File: src/rtl/dmawin_pkg.sv
package dmawin_pkg;
  typedef enum logic {
    REGION_BASE = 1'b0,
    REGION_EXT  = 1'b1
  } region_e;
endpackage

File: src/rtl/dmawin_cfg.sv
module dmawin_cfg #(
  parameter int ADDR_W = 32,
  parameter int NUM_MC = 3,
  parameter int CNT_W  = 2,
  parameter int SUM_W  = ADDR_W + 2
) (
  input  logic                     cfg_auto,
  input  logic [CNT_W-1:0]         cfg_count,
  input  logic [NUM_MC*ADDR_W-1:0] cfg_vp_size,
  input  logic [NUM_MC*ADDR_W-1:0] cfg_base_size,
  input  logic [NUM_MC*ADDR_W-1:0] cfg_ext_size,
  output logic [NUM_MC*SUM_W-1:0]  vp_eff,
  output logic [NUM_MC*SUM_W-1:0]  vp_start,
  output logic [NUM_MC-1:0]        vp_active,
  output logic [SUM_W-1:0]         win_total,
  output logic                     err
);

  function automatic logic [SUM_W-1:0] pow2ceil(input logic [SUM_W-1:0] v);
    logic [SUM_W-1:0] m;
    if (v <= 1) return 1;
    m = v - 1'b1;
    for (int k = 1; k < SUM_W; k = k * 2) m = m | (m >> k);
    return m + 1'b1;
  endfunction

  function automatic logic is_pow2(input logic [ADDR_W-1:0] v);
    return (v != '0) && ((v & (v - 1'b1)) == '0);
  endfunction

  logic             count_bad;
  logic [CNT_W-1:0] count_eff;
  logic [SUM_W-1:0] sum_acc;
  logic [SUM_W-1:0] region_need [NUM_MC];
  logic [NUM_MC-1:0] size_bad;

  assign count_bad = (cfg_count == '0) || (cfg_count > CNT_W'(NUM_MC));

  always_comb begin
    if (cfg_auto || cfg_count == '0) count_eff = CNT_W'(1);
    else if (cfg_count > CNT_W'(NUM_MC)) count_eff = CNT_W'(NUM_MC);
    else count_eff = cfg_count;
  end

  genvar g;
  generate
    for (g = 0; g < NUM_MC; g++) begin : g_need
      assign region_need[g] = SUM_W'(cfg_base_size[g*ADDR_W +: ADDR_W])
                            + SUM_W'(cfg_ext_size[g*ADDR_W +: ADDR_W]);
      assign vp_active[g]   = (CNT_W'(g) < count_eff);
      assign size_bad[g]    = vp_active[g] &&
                              (!is_pow2(cfg_vp_size[g*ADDR_W +: ADDR_W]) ||
                               SUM_W'(cfg_vp_size[g*ADDR_W +: ADDR_W]) < region_need[g]);
      always_comb begin
        if (!vp_active[g])
          vp_eff[g*SUM_W +: SUM_W] = '0;
        else if (cfg_auto)
          vp_eff[g*SUM_W +: SUM_W] = pow2ceil(region_need[g]);
        else
          vp_eff[g*SUM_W +: SUM_W] = SUM_W'(cfg_vp_size[g*ADDR_W +: ADDR_W]);
      end
    end
  endgenerate

  always_comb begin
    sum_acc = '0;
    for (int i = 0; i < NUM_MC; i++) begin
      vp_start[i*SUM_W +: SUM_W] = sum_acc;
      sum_acc = sum_acc + vp_eff[i*SUM_W +: SUM_W];
    end
  end

  assign win_total = pow2ceil(sum_acc);
  assign err       = !cfg_auto && (count_bad || (|size_bad));

endmodule

File: src/rtl/dmawin_slot.sv
module dmawin_slot #(
  parameter int ADDR_W = 32,
  parameter int SUM_W  = ADDR_W + 2
) (
  input  logic [SUM_W-1:0]  rel,
  input  logic [SUM_W-1:0]  start,
  input  logic [SUM_W-1:0]  span,
  input  logic              active,
  input  logic [ADDR_W-1:0] base_size,
  input  logic [ADDR_W-1:0] ext_size,
  input  logic [ADDR_W-1:0] base_phys,
  input  logic [ADDR_W-1:0] ext_phys,
  output logic              claim,
  output logic              mapped,
  output dmawin_pkg::region_e region,
  output logic [ADDR_W-1:0] phys
);
  import dmawin_pkg::*;

  logic [SUM_W-1:0] off;
  logic [SUM_W-1:0] base_end;
  logic [SUM_W-1:0] ext_off;

  assign off      = rel - start;
  assign base_end = SUM_W'(base_size);
  assign ext_off  = off - base_end;
  assign claim    = active && (rel >= start) && (off < span);
  assign mapped   = claim && (off < base_end + SUM_W'(ext_size));

  always_comb begin
    if (off < base_end) begin
      region = REGION_BASE;
      phys   = base_phys + off[ADDR_W-1:0];
    end else begin
      region = REGION_EXT;
      phys   = ext_phys + ext_off[ADDR_W-1:0];
    end
  end

endmodule

File: src/rtl/dmawin_decoder.sv
module dmawin_decoder #(
  parameter int ADDR_W = 32,
  parameter int NUM_MC = 3,
  parameter int CNT_W  = $clog2(NUM_MC + 1),
  parameter int SEL_W  = (NUM_MC > 1) ? $clog2(NUM_MC) : 1
) (
  input  logic                     clk,
  input  logic                     rst_n,
  input  logic                     cfg_auto,
  input  logic [CNT_W-1:0]         cfg_count,
  input  logic [ADDR_W-1:0]        cfg_win_base,
  input  logic [NUM_MC*ADDR_W-1:0] cfg_vp_size,
  input  logic [NUM_MC*ADDR_W-1:0] cfg_base_size,
  input  logic [NUM_MC*ADDR_W-1:0] cfg_ext_size,
  input  logic [NUM_MC*ADDR_W-1:0] cfg_base_phys,
  input  logic [NUM_MC*ADDR_W-1:0] cfg_ext_phys,
  input  logic                     in_valid,
  input  logic [ADDR_W-1:0]        in_addr,
  output logic                     out_valid,
  output logic                     out_hit,
  output logic                     out_miss,
  output logic [SEL_W-1:0]         out_ctrl,
  output logic                     out_ext,
  output logic [ADDR_W-1:0]        out_phys,
  output logic [ADDR_W+1:0]        win_size,
  output logic                     cfg_err
);
  import dmawin_pkg::*;

  localparam int SUM_W = ADDR_W + 2;

  // reset: asserted asynchronously, released through two flops
  logic rst_meta, rst_sn;
  always_ff @(posedge clk or negedge rst_n) begin
    if (!rst_n) begin
      rst_meta <= 1'b0;
      rst_sn   <= 1'b0;
    end else begin
      rst_meta <= 1'b1;
      rst_sn   <= rst_meta;
    end
  end

  logic [NUM_MC*SUM_W-1:0] vp_eff, vp_start;
  logic [NUM_MC-1:0]       vp_active;
  logic [SUM_W-1:0]        win_total;
  logic                    err_c;

  dmawin_cfg #(.ADDR_W(ADDR_W), .NUM_MC(NUM_MC), .CNT_W(CNT_W), .SUM_W(SUM_W)) u_cfg (
    .cfg_auto      (cfg_auto),
    .cfg_count     (cfg_count),
    .cfg_vp_size   (cfg_vp_size),
    .cfg_base_size (cfg_base_size),
    .cfg_ext_size  (cfg_ext_size),
    .vp_eff        (vp_eff),
    .vp_start      (vp_start),
    .vp_active     (vp_active),
    .win_total     (win_total),
    .err           (err_c)
  );

  logic             below;
  logic [SUM_W-1:0] rel;
  logic             in_win;
  assign below  = in_addr < cfg_win_base;
  assign rel    = SUM_W'(in_addr) - SUM_W'(cfg_win_base);
  assign in_win = !below && (rel < win_total);

  logic [NUM_MC-1:0] s_claim, s_mapped;
  region_e           s_region [NUM_MC];
  logic [ADDR_W-1:0] s_phys   [NUM_MC];

  genvar g;
  generate
    for (g = 0; g < NUM_MC; g++) begin : g_slot
      dmawin_slot #(.ADDR_W(ADDR_W), .SUM_W(SUM_W)) u_slot (
        .rel       (rel),
        .start     (vp_start[g*SUM_W +: SUM_W]),
        .span      (vp_eff[g*SUM_W +: SUM_W]),
        .active    (vp_active[g]),
        .base_size (cfg_base_size[g*ADDR_W +: ADDR_W]),
        .ext_size  (cfg_ext_size[g*ADDR_W +: ADDR_W]),
        .base_phys (cfg_base_phys[g*ADDR_W +: ADDR_W]),
        .ext_phys  (cfg_ext_phys[g*ADDR_W +: ADDR_W]),
        .claim     (s_claim[g]),
        .mapped    (s_mapped[g]),
        .region    (s_region[g]),
        .phys      (s_phys[g])
      );
    end
  endgenerate

  // next-state
  logic              hit_c;
  logic [SEL_W-1:0]  ctrl_c;
  logic              ext_c;
  logic [ADDR_W-1:0] phys_c;

  always_comb begin
    hit_c  = 1'b0;
    ctrl_c = '0;
    ext_c  = 1'b0;
    phys_c = '0;
    for (int i = NUM_MC - 1; i >= 0; i--) begin
      if (s_claim[i]) begin
        hit_c  = in_win && s_mapped[i];
        ctrl_c = SEL_W'(i);
        ext_c  = (s_region[i] == REGION_EXT);
        phys_c = s_phys[i];
      end
    end
  end

  // registers
  always_ff @(posedge clk or negedge rst_sn) begin
    if (!rst_sn) begin
      out_valid <= 1'b0;
      out_hit   <= 1'b0;
      out_miss  <= 1'b0;
      out_ctrl  <= '0;
      out_ext   <= 1'b0;
      out_phys  <= '0;
      win_size  <= '0;
      cfg_err   <= 1'b0;
    end else begin
      out_valid <= in_valid;
      out_hit   <= in_valid && hit_c;
      out_miss  <= in_valid && !hit_c;
      win_size  <= win_total;
      cfg_err   <= err_c;
      if (in_valid) begin
        out_ctrl <= ctrl_c;
        out_ext  <= ext_c;
        out_phys <= phys_c;
      end
    end
  end

endmodule

File: config.mk
export PLATFORM = sky130hd
export DESIGN_NAME = dmawin_decoder
export DESIGN_NICKNAME = d
export VERILOG_FILES = /design/src/rtl/dmawin_pkg.sv /design/src/rtl/dmawin_cfg.sv /design/src/rtl/dmawin_slot.sv /design/src/rtl/dmawin_decoder.sv
export SDC_FILE = /design/constraint.sdc
export NUM_CORES = 2
export LEC_CHECK = 0
export BUFFER_PORTS_ARGS = -buffer_cell sky130_fd_sc_hd__buf_2
export CAP_MARGIN = 20
export CORE_ASPECT_RATIO = 1.2
export CORE_UTILIZATION = 37
export CTS_CLUSTER_SIZE = 40
export DETAILED_ROUTE_END_ITERATION = 10
export PLACE_DENSITY = 0.67
export SYNTH_ARGS = -nofsm -noshare
export SYNTH_HDL_FRONTEND = slang
export SYNTH_SLANG_ARGS = --single-unit
File: constraint.sdc
create_clock -name clk -period 2.95 [get_ports clk]
set_clock_uncertainty 0.1 [all_clocks]
set_input_delay 0.295 -clock clk [delete_from_list [all_inputs] [get_ports clk]]
set_output_delay 0.295 -clock clk [all_outputs]
set_load 0.05 [all_outputs]
; ---- After elaboration in Yosys (flattened, before gate mapping)
; Cells that the tools add are included.
; W data, S select, Z words.
[classes]
n_mux = 44
bitwise = 27
magnitude_cmp = 25
multipliers = 0
n_eq_ne = 0
n_reduce_logical = 42
addsub = 28
n_div = 0
shift = 0
[ops]
columns = operator, count
row1 = $mux W34, 14
row2 = $add A32 B32 Y32, 6
row3 = $mux W32, 6
row4 = $add A34 B1 Y34 const B, 4
row5 = $le A34 B1 Y1 const B, 4
row6 = $lt A34 B34 Y1, 4
row7 = $or A34 B18 Y34, 4
row8 = $or A34 B2 Y34, 4
row9 = $or A34 B26 Y34, 4
row10 = $or A34 B30 Y34, 4
row11 = $or A34 B32 Y34, 4
row12 = $or A34 B33 Y34, 4
row13 = $sub A34 B1 Y34 const B, 4
row14 = $lt A32 B34 Y1, 3
row15 = $lt A34 B32 Y1, 3
row16 = $lt A34 B33 Y1, 3
row17 = $add A32 B32 Y33, 3
row18 = $and A32 B32 Y32, 3
row19 = $logic_not A32 Y1, 3
row20 = $reduce_bool A32 Y1, 3
row21 = $sub A32 B1 Y32 const B, 3
row22 = $sub A32 B32 Y32, 3
row23 = $add A34 B34 Y34, 2
row24 = $ge A34 B34 Y1, 2
row25 = other kinds (14), 69
[totals]
out_inout_bits = 73
latchBits = 0
in_bits = 550
rom_bits = 0
regBits = 75
word_cells = 176
ram_bits = 0
n_memories = 0

; ---- Longest topological paths before layout
[logic_depth]
depth_word = 31
ltp_mapped = 75
mapped_depth_nobuf = 71

; ---- By module
; From an unflattened synthesis, not the netlist that was laid out.
[hier_totals]
cells_unflattened = 7148
area_unflattened_um2 = 51826.0
[by_module_without_submodules]
columns = module, area_each_um2, seq_area_each_um2, cells_per_inst, n_inst
row1 = dmawin_slot, 9834.4, 0.0, 1354, 3
row2 = dmawin_cfg, 16793.6, 0.0, 2474, 1
row3 = dmawin_decoder, 5529.1, 1876.8, 612, 1

; ---- Worst setup path before layout
; Ideal clock, no wire load.
[synth_path]
path_type = input -> register
from = in cfg_base_size[0]
to = reg out_hit
path_slack_ns = -12.005
n_path_buf = 2
path_stages = 66
t_required_ns = 2.731
setup_time_ns = 0.119
t_arrival_ns = 14.736
path_cell_list = ha_1 > inv_1 > fa_1 > nand2b_1 > a21oi_2 > a2111oi_4 > nor4b_1 > nor3_2 > a2111oi_4 > nand4_4 > nor4_2 > xor2_1 > or4b_1 > or4_1 > buf_2 > or4_1 > ha_1 > clkbuf_1 > [... 30 more ...] > nand3_1 > ha_1 > a21boi_2 > nand2_1 > mux2i_1 > nand2_1 > ha_1 > nand4_1 > nor4_1 > nand2_1 > or3_1 > nor2_1 > nor3_1 > o311ai_0 > a211o_1 > a41oi_1 > o31a_1 > and2_1
[synth_between]
elab_chain_len = 30
word_cells_on_any_way = 56
cone_classes = 9 x add/sub / 11 x order compare / 11 x mux / 12 x bitwise / 13 x reduce/logical
[synth_lines]
columns = item, line_no
row1 = "start, declared", dmawin_decoder.sv:13  ; input logic [NUM_MC*ADDR_W-1:0] cfg_base_size,
row2 = $add A32 B32 Y33 *, "dmawin_cfg.sv:49, dmawin_slot.sv:28"
row3 = $sub A34 B1 Y34, dmawin_cfg.sv:22  ; m = v - 1'b1;
row4 = $or A34 B33 Y34, dmawin_cfg.sv:23  ; for (int k = 1; k < SUM_W; k = k * 2) m = m | (m >> k);
row5 = $or A34 B32 Y34, dmawin_cfg.sv:23
row6 = $or A34 B30 Y34, dmawin_cfg.sv:23
row7 = $or A34 B26 Y34, dmawin_cfg.sv:23
row8 = $or A34 B18 Y34, dmawin_cfg.sv:23
row9 = $or A34 B2 Y34, dmawin_cfg.sv:23
row10 = [... 13 more ...], -
row11 = $add A34 B1 Y34, dmawin_cfg.sv:24  ; return m + 1'b1;
row12 = $mux W34, dmawin_cfg.sv:22
row13 = $lt A34 B34 Y1, dmawin_decoder.sv:67  ; assign in_win = !below && (rel < win_total);
row14 = $logic_and A1 B1 Y1, dmawin_decoder.sv:67
row15 = $logic_and A1 B1 Y1, dmawin_decoder.sv:106  ; hit_c = in_win && s_mapped[i];
row16 = $mux W1 (2 in a row), dmawin_decoder.sv:105  ; if (s_claim[i]) begin
row17 = $mux W1 *, dmawin_decoder.sv:105
row18 = $logic_and A1 B1 Y1 *, dmawin_decoder.sv:127  ; out_hit <= in_valid && hit_c;
row19 = "end signal, assigned", dmawin_decoder.sv:127
row20 = "end, declared", dmawin_decoder.sv:20  ; output logic out_hit,
; Mark *: on every way between the ends. The rest lies on a longest branch, timed or not. The select of a mux whose other input is x is not followed.
; A chain may end at the register's enable or synchronous reset.

; ---- Worst setup path in the final report
[layout_path]
from = in cfg_ext_size[0]
to = reg out_hit
[layout_between]
elab_chain_len = 30
word_cells_on_any_way = 56
cone_classes = 9 x add/sub / 11 x order compare / 11 x mux / 12 x bitwise / 13 x reduce/logical
[layout_lines]
columns = item, line_no
row1 = "start, declared", dmawin_decoder.sv:14  ; input logic [NUM_MC*ADDR_W-1:0] cfg_ext_size,
row2 = $add A32 B32 Y33 *, "dmawin_cfg.sv:49, dmawin_slot.sv:28"
row3 = $sub A34 B1 Y34, dmawin_cfg.sv:22
row4 = $or A34 B33 Y34, dmawin_cfg.sv:23
row5 = $or A34 B32 Y34, dmawin_cfg.sv:23
row6 = $or A34 B30 Y34, dmawin_cfg.sv:23
row7 = $or A34 B26 Y34, dmawin_cfg.sv:23
row8 = $or A34 B18 Y34, dmawin_cfg.sv:23
row9 = $or A34 B2 Y34, dmawin_cfg.sv:23
row10 = [... 13 more ...], -
row11 = $add A34 B1 Y34, dmawin_cfg.sv:24
row12 = $mux W34, dmawin_cfg.sv:22
row13 = $lt A34 B34 Y1, dmawin_decoder.sv:67
row14 = $logic_and A1 B1 Y1, dmawin_decoder.sv:67
row15 = $logic_and A1 B1 Y1, dmawin_decoder.sv:106
row16 = $mux W1 (2 in a row), dmawin_decoder.sv:105
row17 = $mux W1 *, dmawin_decoder.sv:105
row18 = $logic_and A1 B1 Y1 *, dmawin_decoder.sv:127
; Marked as above.

==> impl_metrics.tcl <==
set metrics [dict create \
    fillers 9968 \
    r2r_start "rst_sn$_DFF_PN0_" \
    dr.pass1.iters 5 \
    status "finished with violations" \
    hold_slack_ns 0.138 \
    setup_violations 72 \
    crit_path_start_kind "primary input" \
    routedWlPerCell_um 21.5 \
    hpwl_mm 188 \
    postRouteAntennaNets 0 \
    fin_util 0.608 \
    clock-sinks 75 \
    first_global_vias 53416 \
    crit_fanout 5 \
    fin_nets 9891 \
    powerDensity_nw_per_um2 810 \
    drc 0 \
    hp-class "in -> async" \
    worstPathArrival_ns 14.20 \
    p_int_mw 26.5 \
    critPathMaxStageDelay_ns 0.55 \
    initial_core_util 0.373 \
    mappedNetlistArea_sq_um 40900 \
    die_h_um 366 \
    final_cell_mix "2,310 x buf_4, 758 x ha_1, 620 x buf_2" \
    synthCells 5514 \
    yosys_most_used_dff "dfrtp_1" \
    placed_cell_area_sq_um 63300 \
    io_buffers 622 \
    sequentialPowerShare 0.028 \
    power_mw 54.0 \
    syn2layout_area_growth_pct 62.8 \
    ff2ff_path_depth 1 \
    finalWorstSetupSlack_ns -11.05 \
    fmax_ghz 0.0715 \
    grt_setup_unrepaired "true" \
    reg2reg_to "win_size[24]$_DFF_PN0_" \
    crit_slowest_cell "or4_4" \
    ys_seq_area_frac 0.0458 \
    die_x_um 306 \
    synthDistinctLibCells 133 \
    layout_commonest_cell "buf_4" \
    p_leak_nw 34.4 \
    maxSlewViolCount 0 \
    synth_edf_count 0 \
    dr.first_iter.drc_count 4154 \
    placed_cells 9755 \
    cts_max_level 3 \
    drv_cap 0 \
    rows 133 \
    grt_max_degree 44 \
    path_clk_slew_ns 0.07 \
    sw_frac_of_total 0.508 \
    path_class "in -> reg" \
    wl_mm 213 \
    clockBufferDepth 2 \
    hold_viol 0 \
    ios 623 \
    via_per_inst 5.49 \
    ir_worst_vdd_uv 642 \
    grt_pass1_wl_mm 311 \
    required_ns 3.15 \
    cts_tree "built" \
    grt_overflow 0 \
    synth_area_leaders "ha_1 24%, xnor2_1 6.4%, a21oi_1 5.5%" \
    p_comb_frac 0.949 \
    insertion_delay_ns 0.40 \
    fin_crit_sh 4.74 \
    p_sw_mw 27.4 \
    pwr-share-clk 0.023 \
    final_layout_size_suffix_gt1_frac 0.414 \
    r2r_slack_ns 1.86 \
    synth_top_area_share 0.241 \
    critical_path.endpoint_type "register" \
    instances_no_fill 9898 \
    core_region_area_sq_um 110000 \
    cpMostUsedCell "buf_4" \
    min_period_ns 14.00 \
    ys_ff_latch 75 \
    antenna_found_initial 43 \
    synth_top_area_cell "ha_1" \
    slew-limit-headroom 0.271 \
    cts-root-buf "clkbuf_16" \
    post-route-cell-area_sq_um 66600 \
    die_area_sq_um 112000 \
    worstMarginPinSlew_ns 1.09 \
    violations "negative setup slack" \
    vias 54319 \
    syn_area_per_cell_sq_um 7.42 \
    cts_buffers 9 \
    grt_use_total 0.365 \
    synthArstFlopShare 1.00 \
    ys.warnings.count 0 \
    gp_congestion 1.06 \
]
critical path, delay by kind of cell:
family	cells	cell delay (ns)
fa+ha+maj	7	1.82
mux	2	0.25
simple gates	29	6.65
compound gates	21	3.65
buf+inv	9	1.13
xor+xnor	2	0.39
final cells by class:
type / instances / area (sq um) / share of cell area
tap: 1417 / 1770 / 0.0266
clock buffer: 11 / 243 / 0.00364
inverter: 533 / 2010 / 0.0301
sequential: 75 / 1880 / 0.0282
antenna: 27 / 67.6 / 0.00101
timing repair buffer: 3007 / 21600 / 0.325
clock inverter: 5 / 57.6 / 0.000864
multi-input combinational: 4823 / 39000 / 0.585
synth_stat cells (69+ instances only):
library cell	count
xor2_1	144
ha_1	788
a21oi_1	448
o21a_1	110
dfrtp_1	75
and3_1	70
mux2i_1	69
nor3_1	164
inv_1	526
fa_1	104
o21bai_1	85
nand4_1	70
o21ai_0	330
nor2_1	388
xnor2_1	298
nand2_1	406
nand3_1	137
a21o_1	139
nand2b_1	97
nor2b_1	102
cells by family (layout without fill, tap and decap cells):
family          after synthesis  in the layout  share of synthesized area
simple gates               1712           1712                      0.211
other cells                   2             34                   0.000183
buf+inv                     621           3556                     0.0591
fa+ha+maj                   928            928                      0.301
mux                          87             87                     0.0221
flops                        75             75                     0.0458
compound gates             1644           1644                      0.265
xor+xnor                    445            445                     0.0958
per-layer routing:
layer  global-route usage  routed length [um]
met3               0.0376               13400
met1                0.441               85400
met5                    0                  90
met4                0.253               16600
met2                0.608               97600
metrics by stage:
stage / setup TNS [ns] / setup slack (ns)
floorplan: -647.68 / -10.97
global placement: -714.43 / -11.71
detailed placement: -726.47 / -11.94
CTS: -652.08 / -10.76
global route: -694.42 / -11.67
finish: -662.22 / -11.05
repair_timing:
item | CTS | global route
buffers inserted | 83 | 36
hold buffers | 1 | 0
resized for setup | 328 | 129
pin swaps | 160 | 86
hold endpoints to repair | 2 | 0
gates cloned | 3 | 1
endpoints found under the setup margin | 72 | 72
flip-flops by register name, summed over array words and instances (netlist names):
signal	cells
win_size	34
cfg_err	1
rst_sn	1
out_valid	1
out_miss	1
out_ctrl	2
out_hit	1
out_ext	1
rst_meta	1
out_phys	32
power groups by stage:
stage                     clock [mW]  sequential [mW]  combinational (mW)
final                           1.25             1.51                51.2
after floorplan                    0             2.24                22.6
after CTS                       1.27             1.50                49.5
after global routing            1.30             1.51                54.9
after global placement             0             1.51                46.1
after detailed placement           0             1.51                46.9
worst max-delay path by stage:
stage | end | startpoint | cells after the start | slack (ns)
floorplan | out_hit$_DFF_PN0_ | cfg_base_size[9] | 66 | -10.97
global placement | out_hit$_DFF_PN0_ | cfg_base_size[7] | 68 | -11.71
detailed placement | out_hit$_DFF_PN0_ | cfg_base_size[0] | 66 | -11.94
CTS | out_hit$_DFF_PN0_ | cfg_ext_size[0] | 70 | -10.76
global route | out_hit$_DFF_PN0_ | cfg_base_size[0] | 75 | -11.67
finish | out_hit$_DFF_PN0_ | cfg_ext_size[0] | 70 | -11.05
(Power assumes the default switching activity.)
